<file path="src/rtl/xsrc_pkg.sv">
package xsrc_pkg;
    localparam int PRIO_W = 8;
    typedef logic [PRIO_W-1:0] prio_t;
    localparam prio_t PRIO_OFF = '1;
endpackage

</file>
<file path="src/rtl/src_slot.sv">
module src_slot
    import xsrc_pkg::*;
#(
    parameter int SRV_W    = 4,
    parameter bit IS_LEVEL = 1'b0
) (
    input  logic             clk,
    input  logic             rst_n,
    input  logic             line,
    input  logic             rej_hit,
    input  logic             eoi_hit,
    input  logic             cfg_hit,
    input  logic [SRV_W-1:0] cfg_server,
    input  prio_t            cfg_prio,
    input  logic             scan_hit,
    input  logic             grant,
    output logic             req,
    output logic [SRV_W-1:0] server,
    output prio_t            prio
);
    typedef struct packed {
        logic             prev;
        logic             asserted;
        logic             sent;
        logic             rejected;
        logic             mpend;
        logic             req;
        logic [SRV_W-1:0] server;
        prio_t            prio;
    } slot_t;

    slot_t s_d, s_q;
    logic  unmasked;

    always_comb begin
        s_d = s_q;
        if (grant) s_d.req = 1'b0;
        if (cfg_hit) begin
            s_d.server = cfg_server;
            s_d.prio   = cfg_prio;
        end
        unmasked = (s_d.prio != PRIO_OFF);
        if (IS_LEVEL) begin
            s_d.asserted = line;
            if (rej_hit || eoi_hit) s_d.sent = 1'b0;
            if ((line != s_q.asserted || cfg_hit || scan_hit)
                && unmasked && line && !s_d.sent) begin
                s_d.sent = 1'b1;
                s_d.req  = 1'b1;
            end
        end else begin
            s_d.prev = line;
            if (rej_hit) s_d.rejected = 1'b1;
            if (line && !s_q.prev) begin
                if (unmasked) s_d.req   = 1'b1;
                else          s_d.mpend = 1'b1;
            end
            if (cfg_hit && s_d.mpend && unmasked) begin
                s_d.mpend = 1'b0;
                s_d.req   = 1'b1;
            end
            if (scan_hit && s_d.rejected) begin
                s_d.rejected = 1'b0;
                if (unmasked) s_d.req = 1'b1;
            end
        end
    end

    always_ff @(posedge clk or negedge rst_n) begin
        if (!rst_n) begin
            s_q      <= '0;
            s_q.prio <= PRIO_OFF;
        end else begin
            s_q <= s_d;
        end
    end

    assign req    = s_q.req;
    assign server = s_q.server;
    assign prio   = s_q.prio;

    AST_SENT_RAISES_REQ: assert property (@(posedge clk) disable iff (!rst_n)
        $rose(s_q.sent) |-> s_q.req);
    AST_MPEND_ONLY_MASKED: assert property (@(posedge clk) disable iff (!rst_n)
        s_q.mpend |-> (s_q.prio == PRIO_OFF));
endmodule

</file>
<file path="src/rtl/offer_arb.sv">
module offer_arb
    import xsrc_pkg::*;
#(
    parameter int               N_SRC = 8,
    parameter int               SRV_W = 4,
    parameter int               NUM_W = 16,
    parameter logic [NUM_W-1:0] BASE  = '0
) (
    input  logic             clk,
    input  logic             rst_n,
    input  logic [N_SRC-1:0] req,
    input  logic [SRV_W-1:0] server [N_SRC],
    input  prio_t            prio   [N_SRC],
    output logic [N_SRC-1:0] grant,
    output logic             offer_valid,
    output logic [NUM_W-1:0] offer_num,
    output logic [SRV_W-1:0] offer_server,
    output prio_t            offer_prio
);
    typedef struct packed {
        logic             valid;
        logic [NUM_W-1:0] num;
        logic [SRV_W-1:0] server;
        prio_t            prio;
    } offer_t;

    offer_t out_d, out_q;
    logic   found;

    always_comb begin
        out_d = '0;
        grant = '0;
        found = 1'b0;
        for (int i = 0; i < N_SRC; i++) begin
            if (!found && req[i]) begin
                found        = 1'b1;
                grant[i]     = 1'b1;
                out_d.valid  = 1'b1;
                out_d.num    = BASE + NUM_W'(i);
                out_d.server = server[i];
                out_d.prio   = prio[i];
            end
        end
    end

    always_ff @(posedge clk or negedge rst_n) begin
        if (!rst_n) out_q <= '0;
        else        out_q <= out_d;
    end

    assign offer_valid  = out_q.valid;
    assign offer_num    = out_q.num;
    assign offer_server = out_q.server;
    assign offer_prio   = out_q.prio;

    AST_OFFER_HAS_OWNER: assert property (@(posedge clk) disable iff (!rst_n)
        out_q.valid |-> $past(|req));
endmodule

</file>
<file path="src/rtl/resend_scan.sv">
module resend_scan #(
    parameter int N_SRC = 8,
    localparam int IDX_W = (N_SRC > 1) ? $clog2(N_SRC) : 1
) (
    input  logic             clk,
    input  logic             rst_n,
    input  logic             start,
    output logic             busy,
    output logic [N_SRC-1:0] hit
);
    localparam logic [IDX_W-1:0] LAST = IDX_W'(N_SRC - 1);

    typedef struct packed {
        logic             busy;
        logic             rerun;
        logic [IDX_W-1:0] ptr;
    } scan_t;

    scan_t q, d;

    always_comb begin
        d   = q;
        hit = '0;
        if (q.busy) begin
            hit[q.ptr] = 1'b1;
            if (start) d.rerun = 1'b1;
            if (q.ptr == LAST) begin
                d.ptr   = '0;
                d.busy  = q.rerun | start;
                d.rerun = 1'b0;
            end else begin
                d.ptr = q.ptr + 1'b1;
            end
        end else if (start) begin
            d.busy = 1'b1;
            d.ptr  = '0;
        end
    end

    always_ff @(posedge clk or negedge rst_n) begin
        if (!rst_n) q <= '0;
        else        q <= d;
    end

    assign busy = q.busy;

    AST_SCAN_STEPS_BY_ONE: assert property (@(posedge clk) disable iff (!rst_n)
        (q.busy && q.ptr != '0) |-> (q.ptr == IDX_W'($past(q.ptr) + 1'b1)));
    AST_RERUN_CONTINUES: assert property (@(posedge clk) disable iff (!rst_n)
        (q.busy && q.ptr == LAST && q.rerun) |=> (q.busy && q.ptr == '0));
endmodule

</file>
<file path="src/rtl/irq_source_ctrl.sv">
module irq_source_ctrl
    import xsrc_pkg::*;
#(
    parameter int               N_SRC     = 8,
    parameter int               SRV_W     = 4,
    parameter int               NUM_W     = 16,
    parameter logic [NUM_W-1:0] BASE      = 16'h1000,
    parameter logic [N_SRC-1:0] LEVEL_MAP = 8'hF0,
    localparam int              IDX_W     = (N_SRC > 1) ? $clog2(N_SRC) : 1
) (
    input  logic             clk,
    input  logic             rst_n,
    input  logic [N_SRC-1:0] src_line,
    input  logic             cfg_we,
    input  logic [IDX_W-1:0] cfg_idx,
    input  logic [SRV_W-1:0] cfg_server,
    input  logic [7:0]       cfg_prio,
    input  logic             rej_valid,
    input  logic [NUM_W-1:0] rej_num,
    input  logic             eoi_valid,
    input  logic [NUM_W-1:0] eoi_num,
    input  logic             resend_req,
    output logic             offer_valid,
    output logic [NUM_W-1:0] offer_num,
    output logic [SRV_W-1:0] offer_server,
    output logic [7:0]       offer_prio,
    output logic             scan_busy
);
    logic [N_SRC-1:0] req, grant, scan_hit;
    logic [SRV_W-1:0] srv_a  [N_SRC];
    prio_t            prio_a [N_SRC];

    resend_scan #(.N_SRC(N_SRC)) u_scan (
        .clk   (clk),
        .rst_n (rst_n),
        .start (resend_req),
        .busy  (scan_busy),
        .hit   (scan_hit)
    );

    for (genvar i = 0; i < N_SRC; i++) begin : g_src
        logic rej_hit, eoi_hit, cfg_hit;
        assign rej_hit = rej_valid && (rej_num == BASE + NUM_W'(i));
        assign eoi_hit = eoi_valid && (eoi_num == BASE + NUM_W'(i));
        assign cfg_hit = cfg_we && (cfg_idx == IDX_W'(i));

        src_slot #(.SRV_W(SRV_W), .IS_LEVEL(LEVEL_MAP[i])) u_slot (
            .clk        (clk),
            .rst_n      (rst_n),
            .line       (src_line[i]),
            .rej_hit    (rej_hit),
            .eoi_hit    (eoi_hit),
            .cfg_hit    (cfg_hit),
            .cfg_server (cfg_server),
            .cfg_prio   (cfg_prio),
            .scan_hit   (scan_hit[i]),
            .grant      (grant[i]),
            .req        (req[i]),
            .server     (srv_a[i]),
            .prio       (prio_a[i])
        );
    end

    offer_arb #(.N_SRC(N_SRC), .SRV_W(SRV_W), .NUM_W(NUM_W), .BASE(BASE)) u_arb (
        .clk          (clk),
        .rst_n        (rst_n),
        .req          (req),
        .server       (srv_a),
        .prio         (prio_a),
        .grant        (grant),
        .offer_valid  (offer_valid),
        .offer_num    (offer_num),
        .offer_server (offer_server),
        .offer_prio   (offer_prio)
    );
endmodule

</file>
<file path="config.mk">
export PLATFORM = sky130hd
export DESIGN_NAME = irq_source_ctrl
export DESIGN_NICKNAME = d
export VERILOG_FILES = /design/src/rtl/xsrc_pkg.sv /design/src/rtl/src_slot.sv /design/src/rtl/offer_arb.sv /design/src/rtl/resend_scan.sv /design/src/rtl/irq_source_ctrl.sv
export SDC_FILE = /design/constraint.sdc
export NUM_CORES = 1
export LEC_CHECK = 0
export BUFFER_PORTS_ARGS = -buffer_cell sky130_fd_sc_hd__buf_2
export CAP_MARGIN = 20
export CORE_MARGIN = 2
export CORE_UTILIZATION = 55
export DETAILED_ROUTE_END_ITERATION = 12
export HOLD_SLACK_MARGIN = 0.15
export PLACE_DENSITY_LB_ADDON = 0.05
export SYNTH_ARGS = -nofsm -noshare
export SYNTH_HDL_FRONTEND = slang
export SYNTH_SLANG_ARGS = --single-unit
export TNS_END_PERCENT = 1
</file>
<file path="constraint.sdc">
create_clock -name clk -period 2.15 [get_ports clk]
set_input_delay 0.215 -clock clk [delete_from_list [all_inputs] [get_ports clk]]
set_output_delay 0.215 -clock clk [all_outputs]
set_load 0.01 [all_outputs]
</file>
After elaboration in Yosys (flattened, before gate mapping) --
Index checks and enable logic that the tools add are counted.
Storage, ports and cells: bits in registers 158, logic and storage cells 270, output and inout bits 30, input port bits 61
Cells by class: add/sub/neg operators 1, bitwise logic cells 1, eq/ne operators 32, order comparisons 2, muxes and demuxes 92, reductions and logical operators 91
Operator list (count):
- 29-bit 2-to-1 mux | 8
- 16-bit by 13-bit == test with 1-bit output (second input constant) | 12
- 8-bit 2-to-1 mux | 9
- 8-bit != test (second input constant) | 8
- 1-bit 2-to-1 mux | 62
- 1-bit logical AND | 56
- 2-bit 2-to-1 mux | 9
- 3-bit == test (second input constant) | 5
- 1-bit logical NOT | 15
- 1-bit logical OR | 12
- 2-bit nonzero test | 6
- 3-bit 2-to-1 mux | 3
- 3-bit by 2-bit == test with 1-bit output (second input constant) | 2
- 3-bit by 4-bit < comparator with 1-bit output (second input constant) | 1
- 1-bit != test | 4
- 3-bit by 1-bit adder with 3-bit output (second input constant) | 1
- 1-bit demux with 3-bit select | 1
- 3-bit by 1-bit == test with 1-bit output (second input constant) | 1
- 3-bit by 1-bit >= comparator with 1-bit output (second input constant) | 1
- 3-bit logical NOT | 1
- 2-bit AND reduction | 1
- 1-bit OR | 1

Longest topological paths before layout --
Gate-level depths: netlist of run 1.
depth in word-level cells 24, depth in mapped cells 7, gate-level depth less buffers 4

By module --
Synthesis of run 1 repeated with hierarchy kept, for this count alone.
Second synthesis, totals: cell total of the unflattened synthesis 754, area, all modules 8075.2 µm²
Modules (own cells, without submodules):
- src_slot (g_src[0].u_slot ...) | cells an instance 65, area each 749.5 µm², instances 4, seq. area each 410.4 µm²
- src_slot (g_src[4].u_slot ...) | cells an instance 55, area each 739.5 µm², instances 4, seq. area each 385.4 µm²
- offer_arb | cells an instance 192, area each 1491.4 µm², instances 1, seq. area each 400.4 µm²
- irq_source_ctrl | cells an instance 49, area each 329.1 µm², instances 1, seq. area each 0.0 µm²
- resend_scan | cells an instance 33, area each 299.0 µm², instances 1, seq. area each 125.1 µm²

Least setup slack after synthesis of run 1 --
Ideal clock, no wire load.
kind register to register, start register g_src[1].u_slot.s_q (netlist bit g_src[1].u_slot.req), end register g_src[6].u_slot.s_q (netlist bit g_src[6].u_slot.req), setup time 0.124 ns, period minus slack after synthesis 1.885 ns, arrival time 1.762 ns, slack 0.265 ns, cell stages (with the launch flop) 7, required time 2.026 ns, buffers on the path 2, path through dfrtp_1 buf_6 or4_4 buf_6 o31a_1 a311o_1 o31a_1
On the way: cells in the longest elaborated chain, start to end 18
Ends and longest elaborated chain:
- start, declared | line src_slot.sv:32 | slot_t s_d, s_q;
- 1-bit logical AND (*) | line offer_arb.sv:35 | if (!found && req[i]) begin
- 1-bit 2-to-1 mux (*) | line offer_arb.sv:35
- 1-bit logical NOT | line offer_arb.sv:35
- 1-bit logical AND | line offer_arb.sv:35
- 1-bit 2-to-1 mux (*) | line offer_arb.sv:35
- 1-bit logical NOT | line offer_arb.sv:35
- 1-bit logical AND | line offer_arb.sv:35
- 1-bit 2-to-1 mux (*) | line offer_arb.sv:35
- [... 2 more ...]
- 1-bit 2-to-1 mux (*) | line offer_arb.sv:35
- 1-bit logical NOT | line offer_arb.sv:35
- 1-bit logical AND | line offer_arb.sv:35
- 1-bit 2-to-1 mux (*) | line offer_arb.sv:35
- 1-bit logical NOT (*) | line offer_arb.sv:35
- 1-bit logical AND (*) | line offer_arb.sv:35
- 1-bit 2-to-1 mux (*) | line offer_arb.sv:35
- 2-bit nonzero test (no source line) (*)
- end, declared | line src_slot.sv:32
Mark *: on every way between the ends. The rest lies on a longest branch, timed or not. A chain may end at the register's enable or synchronous reset.

==> out/summary.txt, run 1 <==
Delay-heaviest family, CP - simple AND/OR/NAND/NOR gates
CTS buffer count - 17
Area grow syn2layout - 21.2%
Hold Crit Class - in -> reg
Worst path max stage delay - 0.61 ns
Final worst path period share - 0.950
Root Driver - clkbuf_16
Critical path type - reg -> reg
CP Data Required Time - 2.46 ns
CTS H-tree lvls - 4
Synth warn - 0
Async set-reset flop share out of synthesis - 1.00
Starting Density - 0.558
Register area share after synthesis - 0.531
Slew HR - 0.636
Pin count of the biggest net entering global routing - 56
Row cnt - 41
Die H - 117 um
EDFF count, synth - 0
Core Region - 12500 um^2
Nature of the critical path startpoint - flip-flop
FF+latch count, synth - 145
I/O Buffers - 78
Final #Nets - 820
Synthesized area - 6990 um^2
CP max FO - 12
Setup violations, final - 0
Slew Limit Fails - 0
CP endpoint kind - flip-flop
Worst-path clk slew - 0.06 ns
Arrival @ worst endpoint - 2.36 ns
Initial DRC Count - 479
N_diodes - 0
Outcome - finished clean
Die width - 117 um
Vias per cell - 5.92
Post-CTS Setup Bufs - 0
Ratio of cells with drive above 1 in the final layout - 0.364
VDD IR max - 0.686 mV
Final Non-Filler Cells - 942
Fin crit period - 2.04 ns
Commonest cells in the netlist - 139 x nand2_1, 81 x dfrtp_1, 64 x dfstp_2
Maxcap violations - 0
DRT Pass-1 Iters - 4
Buf+Inv Stages, Crit Path - 0
Synth top area share - 0.290
I/O Pins - 91
Ys flop type - dfrtp_1
Tot GR Track Use - 0.306
Mean Syn Cell Area - 10.7 um^2
Cell leakage power - 3.64 nW
PostCTS Resize Cnt - 0
Vias - 5572
CTS max path bufs - 2
Synth cell types - 62
PD cells - 968 nW/um^2
GP Congestion - 0.870
Fmax - 489 MHz
Vias in the first global route - 5607
Syn Inst Count - 651
Global-route wire length before repair - 30400 um
Die area - 13600 um^2
Skew-Pair Late Insertion Delay - 0.43 ns
Final Hold Viols - 0
Post-CTS Hold Fix Bufs - 22
Clock Sink Count - 145
Least-Margin Pin Slew - 0.538 ns
WL/cell - 20.7 um
Total gr overflow - 0
Post-Place Cells - 888
Worst-path cell chain - or4_4 -> nand2b_1 -> o32a_1 -> o21a_1
Final HPWL DP - 14100 um
Crit-path slowest cell - or4_4
Fin Setup TNS - 0 ns
DRC violations left - 0
Top-count cell post-synth - nand2_1
Clock Skews - 0.00914 ns
Antenna Nets Post-Route - 0
Synth area leader - dfrtp_1
Top post-synthesis cells by area - dfrtp_1 29%, dfstp_2 24%, mux2_2 10%
RSZ-0062 raised after global routing - false
WL final - 19500 um
CTS tree - yes
Initial antenna violation count - 0
flip-flops by register name, summed over array words and instances, names as in the netlist:
signal,flops
u_arb.offer_num,4
u_scan.busy,1
g_src.u_slot.req,8
g_src.u_slot.s_q,20
u_scan.q,4
g_src.u_slot.prio,64
u_arb.offer_prio,8
u_arb.offer_server,4
g_src.u_slot.server,32
worst reg2reg max path, cell delays in order (launching register included):
cell and delay [ns]:
dfrtp_1 0.45, or4_4 0.61, nand2b_1 0.39, o32a_1 0.39, o21a_1 0.10
kinds of logic (layout without fill, tap and decap cells):
group,after synthesis,count (layout),synth area share
other,1,12,0.000537
and+or+nand+nor,232,232,0.167
muxes,64,64,0.103
buffers and inverters,72,180,0.0500
adders and majority gates,2,2,0.00358
DFF,145,145,0.531
AOI/OAI and AO/OA,135,135,0.145
per-layer routing:
layer / global-route usage / wire length, um / vias to the layer above
li1: - / - / 2548
met1: 0.393 / 8290 / 2782
met2: 0.509 / 9660 / 206
met3: 0.0555 / 951 / 36
met4: 0.134 / 598 / 0
met5: 0 / 0 / -
path summary, 6_finish.rpt:
check / endpoint / depth (start not counted) / slack, ns / startpoint
min in group asynchronous: g_src[5].u_slot.s_q[16] / 2 / 0.32 / rst_n
min: g_src[5].u_slot.prio[6] / 4 / 0.22 / cfg_prio[6]
min reg2reg: g_src[5].u_slot.prio[3] / 2 / 0.47 / g_src[5].u_slot.prio[3]
max: u_arb.offer_server[3] / 4 / 0.11 / g_src[2].u_slot.req
max in group asynchronous: g_src[5].u_slot.prio[7] / 3 / 1.07 / rst_n
max reg2reg: u_arb.offer_server[3] / 4 / 0.11 / g_src[2].u_slot.req
through the flow:
stage / total power (W) / instance area (um^2) / hold WS (ns) / util / setup WS, ns
global placement: 0.00513 / 7640 / 0.200 / 0.610 / 0.221
global route: 0.00858 / 8470 / 0.208 / 0.677 / 0.0443
finish: 0.00820 / 8470 / 0.224 / 0.677 / 0.107
CTS: 0.00823 / 8470 / 0.192 / 0.677 / 0.124
detailed placement: 0.00520 / 7640 / 0.205 / 0.610 / 0.120
floorplan: 0.00462 / 7030 / -0.0806 / - / 0.265
report_power, final:
group          leakage (nW)  switching (W)  internal (W)
clock                 0.284        0.00114       0.00183
combinational          1.70       0.000690      0.000691
sequential             1.66       0.000427       0.00342
total                  3.64        0.00225       0.00594
cell usage in the layout, fill, tap and decap left out, types with 17 or more instances in the layout:
master,Yosys,final
nand2_1,139,139
mux2_2,62,62
dlygate4sd3_1,0,22
clkbuf_16,0,17
a22oi_1,29,29
buf_2,6,77
dfstp_2,64,64
buf_4,13,31
nand4_1,19,19
dfrtp_1,81,81
o21ai_0,20,20
cell type report:
class	instances	area, um^2
fill	997	4050
sequential	145	3710
multi-input combinational	445	3010
timing repair buffer	132	870
clock buffer	21	480
tap	172	215
clock inverter	11	129
inverter	16	60.1
No activity file was read; power rests on OpenSTA's default activity.
==> inputs of run 2 (changes only) <==
Settings changed: RECOVER_POWER from default to 25.
==> run 2 against run 1 <==
Compared with the run above: hold slack got worse by 0.0028 ns; maximum frequency barely moved; via count rose by 1.0%; design area fell by 0.28%; combinational power barely moved; sequential power barely moved; utilization fell by 0.19 points; wire length fell by 0.26%; clock skew barely moved; non-clock buffer count did not move; setup slack improved by 0.0017 ns; clock-buffer cell count did not move; highest routed layer unchanged.
==> out/summary.txt, run 2 (synthesized netlist as in run 1, its figures left out) <==
Skew-Pair Late Insertion Delay - 0.43 ns (about the same)
Outcome - finished clean
Worst Hold End - g_src[5].u_slot.prio[6]
Least-Margin Pin Slew - 1.46 ns (+0.920 ns)
Clock Sink Count - 145 (unchanged)
Die area - 13600 um^2 (unchanged)
Pin count of the biggest net entering global routing - 56 (unchanged)
Maxcap violations - 0 (unchanged)
DRT Pass-1 Iters - 5 (+1)
Vias per cell - 5.97 (+1.0%)
Nature of the critical path startpoint - flip-flop
Critical path type - reg -> reg
R2R depth - 4 (unchanged)
Core Region - 12500 um^2 (unchanged)
Final Hold Viols - 0 (unchanged)
Ratio of cells with drive above 1 in the final layout - 0.351 (-0.0130)
Number of flip-flops in the largest register - 64 (unchanged)
Vias - 5628 (+1.0%)
PD cells - 969 nW/um^2 (+0.19%)
FF-to-FF End - u_arb.offer_server[3]
Post-CTS Hold Fix Bufs - 22 (unchanged)
DRC violations left - 0 (unchanged)
Antenna Nets Post-Route - 0 (unchanged)
Worst hold stages - 4 (unchanged)
Worst R2R Start - g_src[2].u_slot.req
Hold Path Origin - cfg_prio[6]
CTS buffer count - 17 (unchanged)
Fmax - 490 MHz (about the same)
WL/cell - 20.6 um (-0.26%)
CTS max path bufs - 2 (unchanged)
Hold Crit Class - in -> reg
Commonest non-fill, non-tap cell in the layout - nand2_1
Most frequent cells in the layout - 139 x nand2_1, 81 x dfrtp_1, 69 x buf_2, 64 x dfstp_2, 62 x mux2_2
Total gr overflow - 0 (unchanged)
Initial antenna violation count - 0 (unchanged)
CP endpoint kind - flip-flop
Fin Setup TNS - 0 ns (unchanged)
Setup violations, final - 0 (unchanged)
Post-CTS Setup Bufs - 0 (unchanged)
Row cnt - 41 (unchanged)
CTS H-tree lvls - 4 (unchanged)
Setup slack, reg-to-reg - 0.11 ns (about the same)
Initial DRC Count - 474 (-1.0%)
GP Congestion - 0.870 (unchanged)
Clock Skews - 0.00959 ns (+0.000448 ns)
CP max FO - 12 (unchanged)
N_diodes - 0 (unchanged)
I/O Buffers - 78 (unchanged)
Tot GR Track Use - 0.306 (unchanged)
Root Driver - clkbuf_16
Global-route wire length before repair - 30400 um (unchanged)
CTS tree - yes
Fin crit period - 2.04 ns (-0.00169 ns)
CP Data Required Time - 2.46 ns (about the same)
Slew Limit Fails - 0 (unchanged)
RSZ-0062 raised after global routing - false
Cell leakage power - 3.61 nW (-0.86%)
Final worst path period share - 0.950 (about the same)
Area grow syn2layout - 20.9%
Die H - 117 um (unchanged)
Final #Nets - 820 (unchanged)
PostCTS Resize Cnt - 0 (unchanged)
Vias in the first global route - 5607 (unchanged)
Arrival @ worst endpoint - 2.35 ns (about the same)
WL final - 19400 um (-0.26%)
Worst-path clk slew - 0.06 ns (about the same)
Final HPWL DP - 14100 um (unchanged)
I/O Pins - 91 (unchanged)
Slew HR - 0.0276 (-0.609)
Starting Density - 0.558 (unchanged)
VDD IR max - 0.685 mV (-0.12%)
Die width - 117 um (unchanged)
Biggest register - g_src.u_slot.prio
Worst Hold Slack - 0.221 ns (-0.00280 ns)
[run 2: cell types whose count changed in the layout (fill, tap and decap cells not counted), sizes merged]
cell / previous run / this run
buf: 110 / 99
clkbuf: 21 / 32
[run 2: worst max-delay path by stage]
| stage | startpoint | endpoint | slack [ns] | cells past startpoint |
|---|---|---|---|---|
| floorplan | g_src[1].u_slot.req | g_src[6].u_slot.req | 0.26 | 6 |
| global placement | g_src[2].u_slot.req | u_arb.offer_server[3] | 0.22 | 4 |
| detailed placement | g_src[2].u_slot.req | u_arb.offer_server[3] | 0.12 | 4 |
| CTS | g_src[2].u_slot.req | u_arb.offer_server[3] | 0.12 | 4 |
| global route | g_src[2].u_slot.req | u_arb.offer_server[2] | 0.04 | 4 |
| finish | g_src[2].u_slot.req | u_arb.offer_server[3] | 0.11 | 4 |
[run 2: per-layer routing]
metal,share of wire,routed length (um),vias to the layer above,global-route usage
li1,-,-,2547,-
met1,0.42,8190,2835,0.393
met2,0.50,9710,210,0.509
met3,0.049,949,36,0.0555
met4,0.031,601,0,0.134
met5,0,0,-,0
[run 2: area by class of cell]
cell class                      instances  area [um^2]
Clock inverter                         11          129
Timing Repair Buffer                  132          846
Inverter                               16         60.1
Sequential cell                       145         3710
Clock buffer                           21          480
Multi-Input combinational cell        445         3010
Fill cell                            1009         4070
Tap cell                              172          215
[run 2: power breakdown]
part	switching, W	internal [W]
Sequential	0.000425	0.00342
Combinational	0.000688	0.000687
Clock	0.00114	0.00183
[run 2: critical path, cell delays in order (launching register included)]
cell and delay [ns]:
dfrtp_1 0.45, or4_4 0.61, nand2b_1 0.38, o32a_1 0.38
o21a_1 0.10
[run 2: through the flow]
| stage | instances | setup WS, ns | utilization | cell area, um^2 | total power (W) |
|---|---|---|---|---|---|
| after global routing | 942 | 0.0443 | 0.675 | 8450 | 0.00857 |
| final | 942 | 0.108 | 0.675 | 8450 | 0.00819 |
| after global placement | 888 | 0.221 | 0.610 | 7640 | 0.00513 |
| after detailed placement | 888 | 0.120 | 0.610 | 7640 | 0.00520 |
| after CTS | 942 | 0.124 | 0.677 | 8470 | 0.00823 |
| after floorplan | 662 | 0.265 | - | 7030 | 0.00462 |
==> inputs of run 3 (changes only) <==
Settings changed: CORE_UTILIZATION 55 to 30.
==> run 3 against run 2 <==
Compared with the run above: the run now ends with max-capacitance violations, max-slew violations left; wire length increased by 19%; hold slack worse by 0.043 ns; clock power barely moved; clock skew down 0.0014 ns; design area rose by 2.3%; global-route usage fell by 11 points; utilization is 30 points lower; critical path depth grew 1; sequential power up 1%; critical path type unchanged; largest cell class unchanged.
==> out/summary.txt, run 3 (synthesized netlist as in run 1, its figures left out) <==
Number of flip-flops in the largest register - 64 (unchanged)
Worst hold stages - 4 (unchanged)
Ratio of cells with drive above 1 in the final layout - 0.356 (+0.00566)
GP Congestion - 0.810 (-7.0%)
I/O Buffers - 78 (unchanged)
CTS tree - yes
DRC violations left - 0 (unchanged)
Nature of the critical path startpoint - flip-flop
Biggest register - g_src.u_slot.prio
Antenna Nets Post-Route - 0 (unchanged)
Area grow syn2layout - 23.6%
Sequential Power Share - 0.472 (+0.003)
Most frequent cells in the layout - 139 x nand2_1, 81 x dfrtp_1, 68 x buf_2, 64 x dfstp_2, 62 x mux2_2
N_diodes - 0 (unchanged)
CP endpoint kind - flip-flop
Hold Crit Class - in -> reg
Filler cell count - 2270 (+120%)
Fin crit period - 1.89 ns (-0.151 ns)
CTS H-tree lvls - 4 (unchanged)
Critical path type - reg -> reg
Core Region - 22800 um^2 (+82%)
Slew HR - -0.0237 (-0.0513)
Global-route wire length before repair - 34900 um (+15%)
Post-Place Cells - 1036 (+17%)
Die area - 24500 um^2 (+80%)
Initial DRC Count - 532 (+12%)
Clock Sink Count - 145 (unchanged)
Final Non-Filler Cells - 1082 (+15%)
CP Data Required Time - 2.48 ns (+0.02 ns)
Setup violations, final - 0 (unchanged)
WL/cell - 21.4 um (+3.5%)
DRT Pass-1 Iters - 5 (unchanged)
Worst-path clk slew - 0.06 ns (about the same)
Pin count of the biggest net entering global routing - 56 (unchanged)
Cell leakage power - 3.63 nW (+0.63%)
R2R depth - 5 (+1)
Fin Setup TNS - 0 ns (unchanged)
Worst slack, placed - 0.276 ns (+0.156 ns)
WL final - 23100 um (+19%)
Vias - 5516 (-2.0%)
Fmax - 529 MHz (+8.0%)
CP max FO - 12 (unchanged)
Post-CTS Setup Bufs - 0 (unchanged)
Vias per cell - 5.10 (-15%)
Vias in the first global route - 5641 (+0.61%)
Final worst path period share - 0.880 (-0.0700)
Final HPWL DP - 17100 um (+21%)
Starting Density - 0.307 (-0.251)
Switching Share - 0.286 (+0.0107)
Die H - 157 um (+34%)
RSZ-0062 raised after global routing - false
Skew-Pair Late Insertion Delay - 0.42 ns (about the same)
Post-route cell area - 8640 um^2 (+2.3%)
Total gr overflow - 0 (unchanged)
Initial antenna violation count - 0 (unchanged)
Placement Cell Area - 7920 um^2 (+3.6%)
Final WS setup - 0.259 ns (+0.151 ns)
Failing checks - max-capacitance violations, max-slew violations
Final Hold Viols - 0 (unchanged)
Tot GR Track Use - 0.195 (-0.111)
Root Driver - clkbuf_16
I/O Pins - 91 (unchanged)
Outcome - finished with violations
VDD IR max - 0.354 mV (-48%)
Clock power share - 0.363 (about the same)
Final #Nets - 819 (-0.12%)
Least-Margin Pin Slew - 1.54 ns (+0.0770 ns)
Commonest non-fill, non-tap cell in the layout - nand2_1
Slew Limit Fails - 54 (+54)
Clock Skews - 0.00816 ns (-0.00143 ns)
CTS max path bufs - 2 (unchanged)
Arrival @ worst endpoint - 2.22 ns (-0.13 ns)
Internal power - 0.00588 W (-1.0%)
CTS buffer count - 17 (unchanged)
Die width - 157 um (+34%)
Switching pwr - 0.00235 W (+4.3%)
Maxcap violations - 1 (+1)
Comb power frac - 0.165 (-0.003)
PD cells - 952 nW/um^2 (-1.8%)
Row cnt - 55 (+34%)
==> run 3: cell count changes in the layout (fill, tap and decap cells not counted), sizes merged <==
cell,before,now
buf,99,105
clkinv,3,1
dlygate4sd3,22,14
inv,17,20
bufinv,2,0
clkinvlp,5,2
clkbuf,32,37
==> run 3: final timing paths <==
kind                                         start                   endpoint  slack [ns]
setup / recovery               g_src[1].u_slot.req        u_arb.offer_prio[4]        0.26
hold / removal                         cfg_prio[4]    g_src[0].u_slot.prio[4]        0.18
setup reg to reg               g_src[1].u_slot.req        u_arb.offer_prio[4]        0.26
hold reg to reg            g_src[3].u_slot.prio[1]    g_src[3].u_slot.prio[1]        0.47
max in group asynchronous                    rst_n  g_src[2].u_slot.server[2]        0.37
min in group asynchronous                    rst_n  g_src[5].u_slot.server[0]        0.73
==> run 3: what timing repair did <==
action	in CTS	in global routing
resized for setup	0	0
endpoints found under the hold margin	69	0
hold buffers	14	0
==> run 3: power by group through the flow <==
stage | clock network (W) | logic, W | registers [W]
after floorplan | 0 | 0.000904 | 0.00371
after global placement | 0 | 0.00132 | 0.00391
after detailed placement | 0 | 0.00135 | 0.00391
after CTS | 0.00307 | 0.00138 | 0.00387
after global routing | 0.00319 | 0.00151 | 0.00395
final | 0.00298 | 0.00136 | 0.00388
==> run 3: per-layer routing <==
metal  up-vias  track usage  share of wire
met1      2830        0.265           0.46
met5         -            0              0
met2       124        0.322           0.49
li1       2542            -              -
met4         0       0.0550          0.017
met3        20       0.0282          0.029
==> run 3: layout make-up <==
type / instances / area, um^2 / area share
sequential: 145 / 3710 / 0.429
multi-input combinational: 445 / 3020 / 0.349
timing repair buffer: 131 / 855 / 0.0989
clock buffer: 25 / 549 / 0.0636
tap: 313 / 392 / 0.0453
inverter: 16 / 60.1 / 0.00695
clock inverter: 7 / 56.3 / 0.00652
==> run 3: through the flow <==
stage	utilization	power (W)	hold slack, ns
global placement	0.348	0.00523	0.224
CTS	0.380	0.00832	0.165
global route	0.379	0.00865	0.179
detailed placement	0.348	0.00526	0.222
floorplan	-	0.00462	-0.0806
finish	0.379	0.00822	0.179
==> run 3: critical path: stages, from the launching register on <==
cell and delay, ns:
dfrtp_1 0.38, or4_4 0.63, nand2b_1 0.27, buf_4 0.20, o22a_1 0.21, o2111ai_1 0.11
